===== src/rtl/cia_pkg.sv =====
package cia_pkg;

    typedef struct packed {
        logic g;
        logic p;
    } pg_t;

    function automatic int grp_start(input int g, input int n, input bit grow);
        if (grow) return g * n + (g * (g - 1)) / 2;
        return g * n;
    endfunction

    function automatic int grp_count(input int w, input int n, input bit grow);
        int c;
        c = 0;
        while (grp_start(c, n, grow) < w) c++;
        return c;
    endfunction

    function automatic int grp_len(input int g, input int w, input int n, input bit grow);
        int s;
        int l;
        s = grp_start(g, n, grow);
        l = grow ? n + g : n;
        if (s + l > w) l = w - s;
        return l;
    endfunction

endpackage


===== src/rtl/cia_pg.sv =====
module cia_pg #(
    parameter int WIDTH = 32
) (
    input  logic [WIDTH-1:0] a_i,
    input  logic [WIDTH-1:0] b_i,
    output logic [WIDTH-1:0] gen_o,
    output logic [WIDTH-1:0] prop_o
);
    always_comb begin
        for (int i = 0; i < WIDTH; i++) begin
            gen_o[i]  = a_i[i] & b_i[i];
            prop_o[i] = a_i[i] ^ b_i[i];
        end
    end
endmodule


===== src/rtl/cia_group.sv =====
module cia_group #(
    parameter int LEN = 4
) (
    input  logic [LEN-1:0] gen_i,
    input  logic [LEN-1:0] prop_i,
    output logic [LEN-1:0] lgen_o,
    output logic [LEN-1:0] lprop_o
);
    import cia_pkg::*;

    pg_t pre_d [LEN];

    always_comb begin
        pre_d[0].g = gen_i[0];
        pre_d[0].p = prop_i[0];
        for (int i = 1; i < LEN; i++) begin
            pre_d[i].g = gen_i[i] | (prop_i[i] & pre_d[i-1].g);
            pre_d[i].p = prop_i[i] & pre_d[i-1].p;
        end
        for (int i = 0; i < LEN; i++) begin
            lgen_o[i]  = pre_d[i].g;
            lprop_o[i] = pre_d[i].p;
        end
    end

    // a span that propagates throughout cannot also generate
    always_comb begin
        a_r3_no_gen_when_prop: assert (!(lprop_o[LEN-1] && lgen_o[LEN-1]))
            else $error("R3 violated: group both generates and propagates");
    end
endmodule


===== src/rtl/cia_incr.sv =====
module cia_incr #(
    parameter int LEN = 4
) (
    input  logic [LEN-1:0] lgen_i,
    input  logic [LEN-1:0] lprop_i,
    input  logic           cin_i,
    output logic [LEN-1:0] carry_o,
    output logic           cout_o
);
    logic [LEN:0] c_d;

    always_comb begin
        c_d[0] = cin_i;
        for (int i = 0; i < LEN; i++)
            c_d[i+1] = lgen_i[i] | (lprop_i[i] & cin_i);
        carry_o = c_d[LEN-1:0];
        cout_o  = c_d[LEN];
    end

    // a fully propagating group hands its carry-in straight through
    always_comb begin
        if (lprop_i[LEN-1])
            a_r4_pass_through: assert (cout_o == cin_i)
                else $error("R4 violated: propagate group altered carry");
    end
endmodule


===== src/rtl/cia_adder.sv =====
module cia_adder #(
    parameter int WIDTH    = 32,
    parameter int GRP      = 4,
    parameter bit VARIABLE = 1'b0
) (
    input  logic [WIDTH-1:0] a_i,
    input  logic [WIDTH-1:0] b_i,
    input  logic             cin_i,
    output logic [WIDTH-1:0] sum_o,
    output logic             cout_o
);
    import cia_pkg::*;

    localparam int NGRP = grp_count(WIDTH, GRP, VARIABLE);

    logic [WIDTH-1:0] gen_d;
    logic [WIDTH-1:0] prop_d;
    logic [WIDTH-1:0] carry_d;
    logic [NGRP:0]    gcarry_d;

    cia_pg #(.WIDTH(WIDTH)) u_pg (
        .a_i    (a_i),
        .b_i    (b_i),
        .gen_o  (gen_d),
        .prop_o (prop_d)
    );

    assign gcarry_d[0] = cin_i;

    for (genvar gi = 0; gi < NGRP; gi++) begin : g_grp
        localparam int ST  = grp_start(gi, GRP, VARIABLE);
        localparam int LEN = grp_len(gi, WIDTH, GRP, VARIABLE);

        logic [LEN-1:0] lgen_d;
        logic [LEN-1:0] lprop_d;
        logic [LEN-1:0] c_d;

        cia_group #(.LEN(LEN)) u_grp (
            .gen_i   (gen_d[ST +: LEN]),
            .prop_i  (prop_d[ST +: LEN]),
            .lgen_o  (lgen_d),
            .lprop_o (lprop_d)
        );

        cia_incr #(.LEN(LEN)) u_inc (
            .lgen_i  (lgen_d),
            .lprop_i (lprop_d),
            .cin_i   (gcarry_d[gi]),
            .carry_o (c_d),
            .cout_o  (gcarry_d[gi+1])
        );

        assign carry_d[ST +: LEN] = c_d;
    end

    always_comb begin
        sum_o  = prop_d ^ carry_d;
        cout_o = gcarry_d[NGRP];
    end

    logic [WIDTH:0] ref_d;
    assign ref_d = {1'b0, a_i} + {1'b0, b_i} + {{WIDTH{1'b0}}, cin_i};

    always_comb begin
        a_r1_sum_matches: assert ({cout_o, sum_o} == ref_d)
            else $error("R1 violated: sum mismatch");
        if ((a_i ^ b_i) == {WIDTH{1'b1}})
            a_r5_full_propagate: assert (cout_o == cin_i && sum_o == {WIDTH{~cin_i}})
                else $error("R5 violated: full propagate result");
    end
endmodule


===== config.mk =====
export PLATFORM = sky130hd
export DESIGN_NAME = cia_adder
export DESIGN_NICKNAME = d
export VERILOG_FILES = /design/src/rtl/cia_pkg.sv /design/src/rtl/cia_pg.sv /design/src/rtl/cia_group.sv /design/src/rtl/cia_incr.sv /design/src/rtl/cia_adder.sv
export SDC_FILE = /design/constraint.sdc
export NUM_CORES = 1
export LEC_CHECK = 0
export CORE_UTILIZATION = 25
export DETAILED_ROUTE_END_ITERATION = 10
export GPL_ROUTABILITY_DRIVEN = 0
export PLACE_DENSITY = 0.62
export SYNTH_ARGS = -nofsm -noshare
export SYNTH_HDL_FRONTEND = slang
export SYNTH_SLANG_ARGS = --single-unit

===== constraint.sdc =====
create_clock -name vclk -period 4.5
set_input_delay 0.9 -clock vclk [all_inputs]
set_output_delay 0.9 -clock vclk [all_outputs]
set_load 0.005 [all_outputs]

# Yosys cells after proc, flatten, opt, wreduce, memory -nomap -nowiden
# Index checks and enable logic that the tools add are counted.
# Widths: inputs -> output; s select.
[classes]
addsub = 0
n_mul = 0
n_div = 0
magnitude_cmp = 0
eq_ne = 0
shifts = 0
mux = 0
bitwise = 201
reduce_logical = 0
[ops]
columns = ["operator", "count"]
rows = [
  ["$and 1x1->1", 112],
  ["$or 1x1->1", 56],
  ["$xor 1x1->1", 32],
  ["$xor 32x32->32", 1],
]
[totals]
regBits = 0
latch_bits = 0
mem_bits_rw = 0
mem_bits_ro = 0
inputBits = 65
output_inout_bits = 33
elab_cells = 201
memories = 0

# Logic depth before layout (Yosys ltp)
# Gate-level depths: netlist of the first run.
[depth]
depth_word = 23
ltp_mapped = 10
depth_no_buf = 10

# Modules after synthesis
# A second synthesis of the first run with hierarchy kept.
[unflattened]
hier_cells = 176
area_unflattened_um2 = 1531.5
[by_module_without_submodules]
columns = ["module", "n_inst", "cells_each", "area_each_um2", "seq_area_each_um2"]
rows = [
  ["cia_group", 8, 9, 68.8, 0.0],
  ["cia_pg", 1, 32, 400.4, 0.0],
  ["cia_incr", 8, 5, 37.5, 0.0],
  ["cia_adder", 1, 32, 280.3, 0.0],
]

# Worst setup path before layout of the first run
# OpenSTA, ideal clock, no wires.
[synth_timing]
path_type = "input port to output port"
start = "in a_i[17]"
end = "out sum_o[29]"
arrival_ns = 2.874
required_time_ns = 3.600
slack_ns = 0.726
stages = 9
n_path_buf = 0
path_cell_list = "ha_1 -> a21o_1 -> a21o_1 -> a221oi_2 -> o22a_2 -> o31ai_4 -> o21a_1 -> fa_1 -> xor2_1"
[synth_between]
elab_chain_cells = 15
elab_cells_between_ends = 20
classes_between = "bitwise (20)"
[synth_lines]
columns = ["element", "line_no", "rtl"]
rows = [
  ["start: declaration", "cia_adder.sv:6", "input logic [WIDTH-1:0] a_i,"],
  ["$xor 1x1->1", "cia_pg.sv:12", "prop_o[i] = a_i[i] ^ b_i[i];"],
  ["$and 1x1->1", "cia_group.sv:17", "pre_d[i].g = gen_i[i] | (prop_i[i] & pre_d[i-1].g);"],
  ["$or 1x1->1", "cia_group.sv:17", ""],
  ["$and 1x1->1", "cia_group.sv:17", ""],
  ["$or 1x1->1", "cia_group.sv:17", ""],
  ["$and 1x1->1", "cia_group.sv:17", ""],
  ["$or 1x1->1", "cia_group.sv:17", ""],
  ["$or 1x1->1 *", "cia_incr.sv:15", "c_d[i+1] = lgen_i[i] | (lprop_i[i] & cin_i);"],
  ["$and 1x1->1 *", "cia_incr.sv:15", ""],
  ["$or 1x1->1 *", "cia_incr.sv:15", ""],
  ["$and 1x1->1 *", "cia_incr.sv:15", ""],
  ["$or 1x1->1 *", "cia_incr.sv:15", ""],
  ["$and 1x1->1 *", "cia_incr.sv:15", ""],
  ["$or 1x1->1 *", "cia_incr.sv:15", ""],
  ["$xor 32x32->32 *", "cia_adder.sv:57", "sum_o = prop_d ^ carry_d;"],
  ["end: declaration", "cia_adder.sv:9", "output logic [WIDTH-1:0] sum_o,"],
]
# Every way passes the cells marked *; elsewhere a longest branch is shown, timed or not.

# Final worst setup path of the first run
[layout_timing]
start = "in b_i[17]"
end = "out sum_o[29]"
[layout_between]
elab_chain_cells = 15
elab_cells_between_ends = 20
classes_between = "bitwise (20)"
[layout_lines]
columns = ["element", "line_no", "rtl"]
rows = [
  ["start: declaration", "cia_adder.sv:7", "input logic [WIDTH-1:0] b_i,"],
  ["$xor 1x1->1", "cia_pg.sv:12", ""],
  ["$and 1x1->1", "cia_group.sv:17", ""],
  ["$or 1x1->1", "cia_group.sv:17", ""],
  ["$and 1x1->1", "cia_group.sv:17", ""],
  ["$or 1x1->1", "cia_group.sv:17", ""],
  ["$and 1x1->1", "cia_group.sv:17", ""],
  ["$or 1x1->1", "cia_group.sv:17", ""],
  ["$or 1x1->1 *", "cia_incr.sv:15", ""],
  ["$and 1x1->1 *", "cia_incr.sv:15", ""],
  ["$or 1x1->1 *", "cia_incr.sv:15", ""],
  ["$and 1x1->1 *", "cia_incr.sv:15", ""],
  ["$or 1x1->1 *", "cia_incr.sv:15", ""],
  ["$and 1x1->1 *", "cia_incr.sv:15", ""],
  ["$or 1x1->1 *", "cia_incr.sv:15", ""],
  ["$xor 32x32->32 *", "cia_adder.sv:57", ""],
]
# Marks and branches as above.

==> flow_summary.json, run 1 <==
{
  "area_of_the_core_region_um2": 5240,
  "clkbuf_count": 0,
  "firstDrtPassIters": 4,
  "crit_type": "in2out",
  "die_width_um": 76.5,
  "synthesized_netlist_net_count": 272,
  "worst_hold_path_startpoint": "b_i[23]",
  "sequential_cell_area_um2": 0,
  "achievable-frequency_mhz": 225,
  "first_global_vias": 1725,
  "power_per_cell_area_nw_per_um2": 145,
  "post-dp-hpwl_um": 3670,
  "grt_first_pass_wirelength_um": 7290,
  "synth_area_leaders": "ha_1, fa_1, xor2_1",
  "worst_slew_pin_slew_ns": 0.275,
  "synthesis.instances": 167,
  "antenna_violations_before_repair": 0,
  "grt_max_degree": 6,
  "synth_common_cells": "ha_1, a21oi_1, a21o_1, nand2_1, xor2_1",
  "synthDominantAreaCellType": "ha_1",
  "drt_iter0_drc": 17,
  "category_of_the_worst_setup_path_capture_point": "primary output",
  "syn-mean-instance-area_um2": 8.32,
  "cp-startpoint": "b_i[17]",
  "post-place-ws_ns": -0.229,
  "worst-endpoint-required_ns": 3.60,
  "boundaryPins": 98,
  "multiInputGateArea_um2": 1490,
  "port_buffers": 98,
  "start_util": 0.265,
  "run_status": "finished clean",
  "worstSetupStartpointType": "primary input",
  "nets_finish": 412,
  "die-height_um": 76.5,
  "setup-tns-final_ns": 0,
  "drt_wl_total_um": 4160,
  "avgViaCountPerCell": 4.51,
  "route.antenna.remaining_nets": 0,
  "critical_path.max_fanout": 3,
  "post-route-min-period_ns": 4.44,
  "power.ir.vdd_worst_uv": 57.0,
  "drt_drc_violations_left": 0,
  "drive_above_1_share": 0.203,
  "rsz0062_at_grt": "true",
  "grt_remaining_overflow": 0,
  "relSlewSlack": 0.816,
  "finalCritPeriodShare": 0.986,
  "max-cap-violations": 0,
  "grt_util_all_layers": 0.143,
  "synth.lib_cells_used.distinct": 39,
  "setup_violations": 0,
  "num_antenna_cells": 0,
  "area.growth.synth_to_final_pct": 108,
  "most_repeated_cell_in_the_gate_level_netlist_after_synthesis": "ha_1",
  "floorplan.rows": 26,
  "setup_ws_ns": 0.0627,
  "drv_slew": 0,
  "filler_cell_count": 508,
  "dieArea_um2": 5860,
  "hp-class": "in2out",
  "routed_wire_length_per_instance_um": 11.1,
  "critical_path_arrival_ns": 3.54,
  "synthDominantCellAreaShare": 0.288,
  "leakagePower_nw": 1.39,
  "yosysSeqAreaShare": 0,
  "sequential_cells": 0,
  "share_of_the_core_filled_with_cells": 0.553,
  "yosysWarnings": 0,
  "num_vias": 1692,
  "synth_area_um2": 1390,
  "timing_hold_violations_final": 0
}
-- path summary, 6_finish.rpt --
kind | slack, ns | cells after the start | end
min | 2.63 | 4 | sum_o[23]
max | 0.06 | 11 | sum_o[29]
-- stage by stage --
stage          cell area, µm²  total power, mW  hold WS, ns  instances
2_1_floorplan            1390            0.172         1.95        167
3_3_place_gp             2740            0.418         2.91        372
3_5_place_dp             2740            0.420         2.92        372
4_1_cts                  2780            0.410         2.70        374
5_1_grt                  2890            0.465         2.69        375
6_report                 2890            0.418         2.63        375
-- power breakdown --
group,switching [mW],internal (mW)
combinational,0.160,0.258
sequential,0,0
clock,0,0
-- kinds of logic (layout without fill, tap and decap cells) --
group,Yosys count,count (layout),synth area share
xor+xnor,21,21,0.132
simple gates,46,46,0.166
buf+inv,10,148,0.0270
compound gates,50,50,0.271
fa+ha+maj,40,40,0.404
-- placed cells by master, fill, tap and decap left out, types with 8 or more instances in the layout --
cell	count
inv_1	10
ha_1	25
xor2_1	12
fa_1	8
dlymetal6s2s_1	8
a21o_1	12
nand2_1	12
a21oi_1	14
xnor2_1	9
buf_4	40
nor2_1	9
dlygate4sd2_1	18
clkdlybuf4s50_1	72
-- worst max-delay path, cell delays in order --
cell,delay [ns]
clkdlybuf4s50_1,0.40
ha_1,0.33
a21o_1,0.16
a21o_1,0.18
a221oi_2,0.28
o22a_2,0.20
o31ai_4,0.07
o21a_1,0.20
fa_1,0.38
xor2_1,0.16
dlygate4sd2_1,0.26
-- final cells by class --
class | count | share of cell area
repair buffers | 138 | 0.442
well taps | 70 | 0.0303
multi-input cells | 157 | 0.515
inverters | 10 | 0.0130
-- per-layer routing --
metal,vias up,GRT usage,share of wire
met1,750,0.195,0.49
met2,51,0.262,0.47
met3,0,0.00599,0.041
met5,-,0,0
li1,891,-,-
met4,0,0,0
-- timing repair --
item                       CTS  global route
hold buffers                 0             0
resized for setup           25            21
hold endpoints to repair     0             0
setup buffers                2             1
setup endpoints to repair   15            14
pin swaps                    7             4
Note: power is estimated with default switching activity, not from simulation.
==> run 2, diff against run 1 <==
--- a/config.mk
+++ b/config.mk
@@ -8,7 +8,8 @@
 export CORE_UTILIZATION = 25
 export DETAILED_ROUTE_END_ITERATION = 10
 export GPL_ROUTABILITY_DRIVEN = 0
-export PLACE_DENSITY = 0.62
+export PLACE_DENSITY = 0.6
 export SYNTH_ARGS = -nofsm -noshare
 export SYNTH_HDL_FRONTEND = slang
+export SYNTH_HIERARCHICAL = 1
 export SYNTH_SLANG_ARGS = --single-unit
==> flow_summary.json, run 2 <==
{
  "timing.critical_path.slowest_cell_delay_ns": 0.52,
  "floorplan.rows": 28,
  "synth_area_leaders": "ha_1, a21o_1, xor2_1",
  "nets_finish": 393,
  "firstDrtPassIters": 4,
  "route.antenna.remaining_nets": 0,
  "post-route-min-period_ns": 4.35,
  "setup_violations": 0,
  "routed_wire_length_per_instance_um": 11.1,
  "num_antenna_cells": 0,
  "grt_first_pass_wirelength_um": 6440,
  "grt_util_all_layers": 0.120,
  "timing_hold_violations_final": 0,
  "grt_max_degree": 5,
  "timing.critical_path.cells": "clkdlybuf4s15_2 -> ha_4 -> a21o_1 -> a31o_1 -> a21o_1 -> a21o_1 -> a21o_1 -> a21o_1 -> a21o_1 -> buf_4 -> buf_4 -> xor2_1 -> clkdlybuf4s50_1",
  "grt_remaining_overflow": 0,
  "finalCritPeriodShare": 0.968,
  "relSlewSlack": 0.898,
  "achievable-frequency_mhz": 230,
  "yosysSeqAreaShare": 0,
  "boundaryPins": 98,
  "filler_cell_count": 583,
  "share_of_the_core_filled_with_cells": 0.482,
  "antenna_violations_before_repair": 0,
  "drt_drc_violations_left": 0,
  "cp.buffers_inverters": 4,
  "synth.lib_cells_used.distinct": 9,
  "synth_common_cells": "a21o_1, ha_1, xor2_1",
  "synthesis.instances": 176,
  "max-cap-violations": 0,
  "layout.cells.most_common": "clkdlybuf4s50_1",
  "drt_wl_total_um": 4080,
  "seq_power_share": 0,
  "drive_above_1_share": 0.286,
  "internal_power_mw": 0.287,
  "area.growth.synth_to_final_pct": 86.5,
  "power_frac_comb": 1.000,
  "power.switching_mw": 0.158,
  "syn-mean-instance-area_um2": 8.70,
  "yosysWarnings": 6,
  "power_frac_clock": 0,
  "cp_slowest_cell": "clkdlybuf4s50_1",
  "power_per_cell_area_nw_per_um2": 156,
  "worstSetupStartpointType": "primary input",
  "dieArea_um2": 6440,
  "critical_path.max_fanout": 4,
  "num_vias": 1652,
  "drv_slew": 0,
  "power.switching_fraction": 0.355,
  "clkbuf_count": 0,
  "power.ir.vdd_worst_uv": 67.8,
  "port_buffers": 98,
  "category_of_the_worst_setup_path_capture_point": "primary output",
  "drt_iter0_drc": 15,
  "avgViaCountPerCell": 4.48,
  "most_repeated_cell_in_the_gate_level_netlist_after_synthesis": "a21o_1",
  "crit_type": "in2out",
  "sequential_cell_area_um2": 0,
  "die-height_um": 80.3,
  "crit_top_cell": "a21o_1",
  "critical_path_arrival_ns": 3.45,
  "start_util": 0.259,
  "leakagePower_nw": 1.59,
  "layout.cells.most_common_list": "clkdlybuf4s50_1, a21o_1, buf_4, xor2_1, ha_1",
  "run_status": "finished clean",
  "worst_hold_slack_ns": 2.64,
  "synthesized_netlist_net_count": 273,
  "worst_slew_pin_slew_ns": 0.152,
  "cts-hold-fix-buffers": 0,
  "synth_area_um2": 1530,
  "hp-class": "in2out",
  "critPathTopFamily": "compound AO/OA/AOI/OAI gates",
  "worst-endpoint-required_ns": 3.60,
  "first_global_vias": 1538,
  "die_width_um": 80.3,
  "area_of_the_core_region_um2": 5920,
  "synthDominantCellAreaShare": 0.261,
  "synthDominantAreaCellType": "ha_1",
  "sequential_cells": 0,
  "post-dp-hpwl_um": 3490
}
## run 2: cell count changes after synthesis, sizes merged, moves of 5 or more
cell	before	now
a21o	12	56
and2	1	16
and3	3	8
nor2	10	0
inv	10	0
buf	0	24
nand2	12	0
o21ai	6	0
nand3	6	0
xnor2	9	0
fa	8	0
a31o	0	8
a21oi	15	0
xor2	12	32
## run 2: routing by layer
| layer | global-route usage | wire length (µm) | vias to the layer above |
|---|---|---|---|
| met5 | 0 | 0 | - |
| met4 | 0.00357 | 10 | 0 |
| met3 | 0.0205 | 363 | 2 |
| met2 | 0.209 | 1800 | 69 |
| met1 | 0.160 | 1900 | 725 |
| li1 | - | - | 856 |
## run 2: timing repair
| item | CTS | global route |
|---|---|---|
| pin swaps | 25 | 10 |
| gates cloned | 0 | 0 |
| gates resized for setup | 60 | 4 |
| setup buffers | 8 | 3 |
| endpoints found under the setup margin | 16 | 11 |
## run 2: worst min-delay path, delay by kind of cell
kind / cells / cell delay, ns
xor gates and xnor gates: 1 / 0.08
adders and majority gates: 1 / 0.19
buffers and inverters: 2 / 0.58
## run 2: stage by stage
step	power, mW	area, µm²	setup slack [ns]	setup TNS (ns)	instances
after floorplan	0.205	1530	0.265	0	176
after global routing	0.486	2860	-0.0125	-0.0159	369
after global placement	0.439	2680	-0.484	-4.96	359
after detailed placement	0.437	2680	-0.512	-5.20	359
after CTS	0.444	2830	0.0135	0	366
final	0.445	2860	0.145	0	369
## run 2: layout make-up
type	count	area (µm²)	area share
multi-input combinational	152	1470	0.515
tap	75	93.8	0.0329
timing repair buffer	142	1290	0.452
## run 2: cells by family after synthesis
kind of cell / Yosys count / synth area share
simple gates: 24 / 0.111
compound gates: 64 / 0.327
fa+ha+maj: 32 / 0.261
xor+xnor: 32 / 0.183
buf+inv: 24 / 0.118
## run 2: worst paths after layout
kind	start	end	slack, ns	depth (start not counted)
min	b_i[31]	sum_o[31]	2.64	4
max	b_i[1]	sum_o[20]	0.15	13
## run 2: power by group through the flow
stage	logic [mW]	registers, mW	clock network, mW
CTS	0.444	0	0
floorplan	0.205	0	0
detailed placement	0.437	0	0
finish	0.445	0	0
global placement	0.439	0	0
global route	0.486	0	0
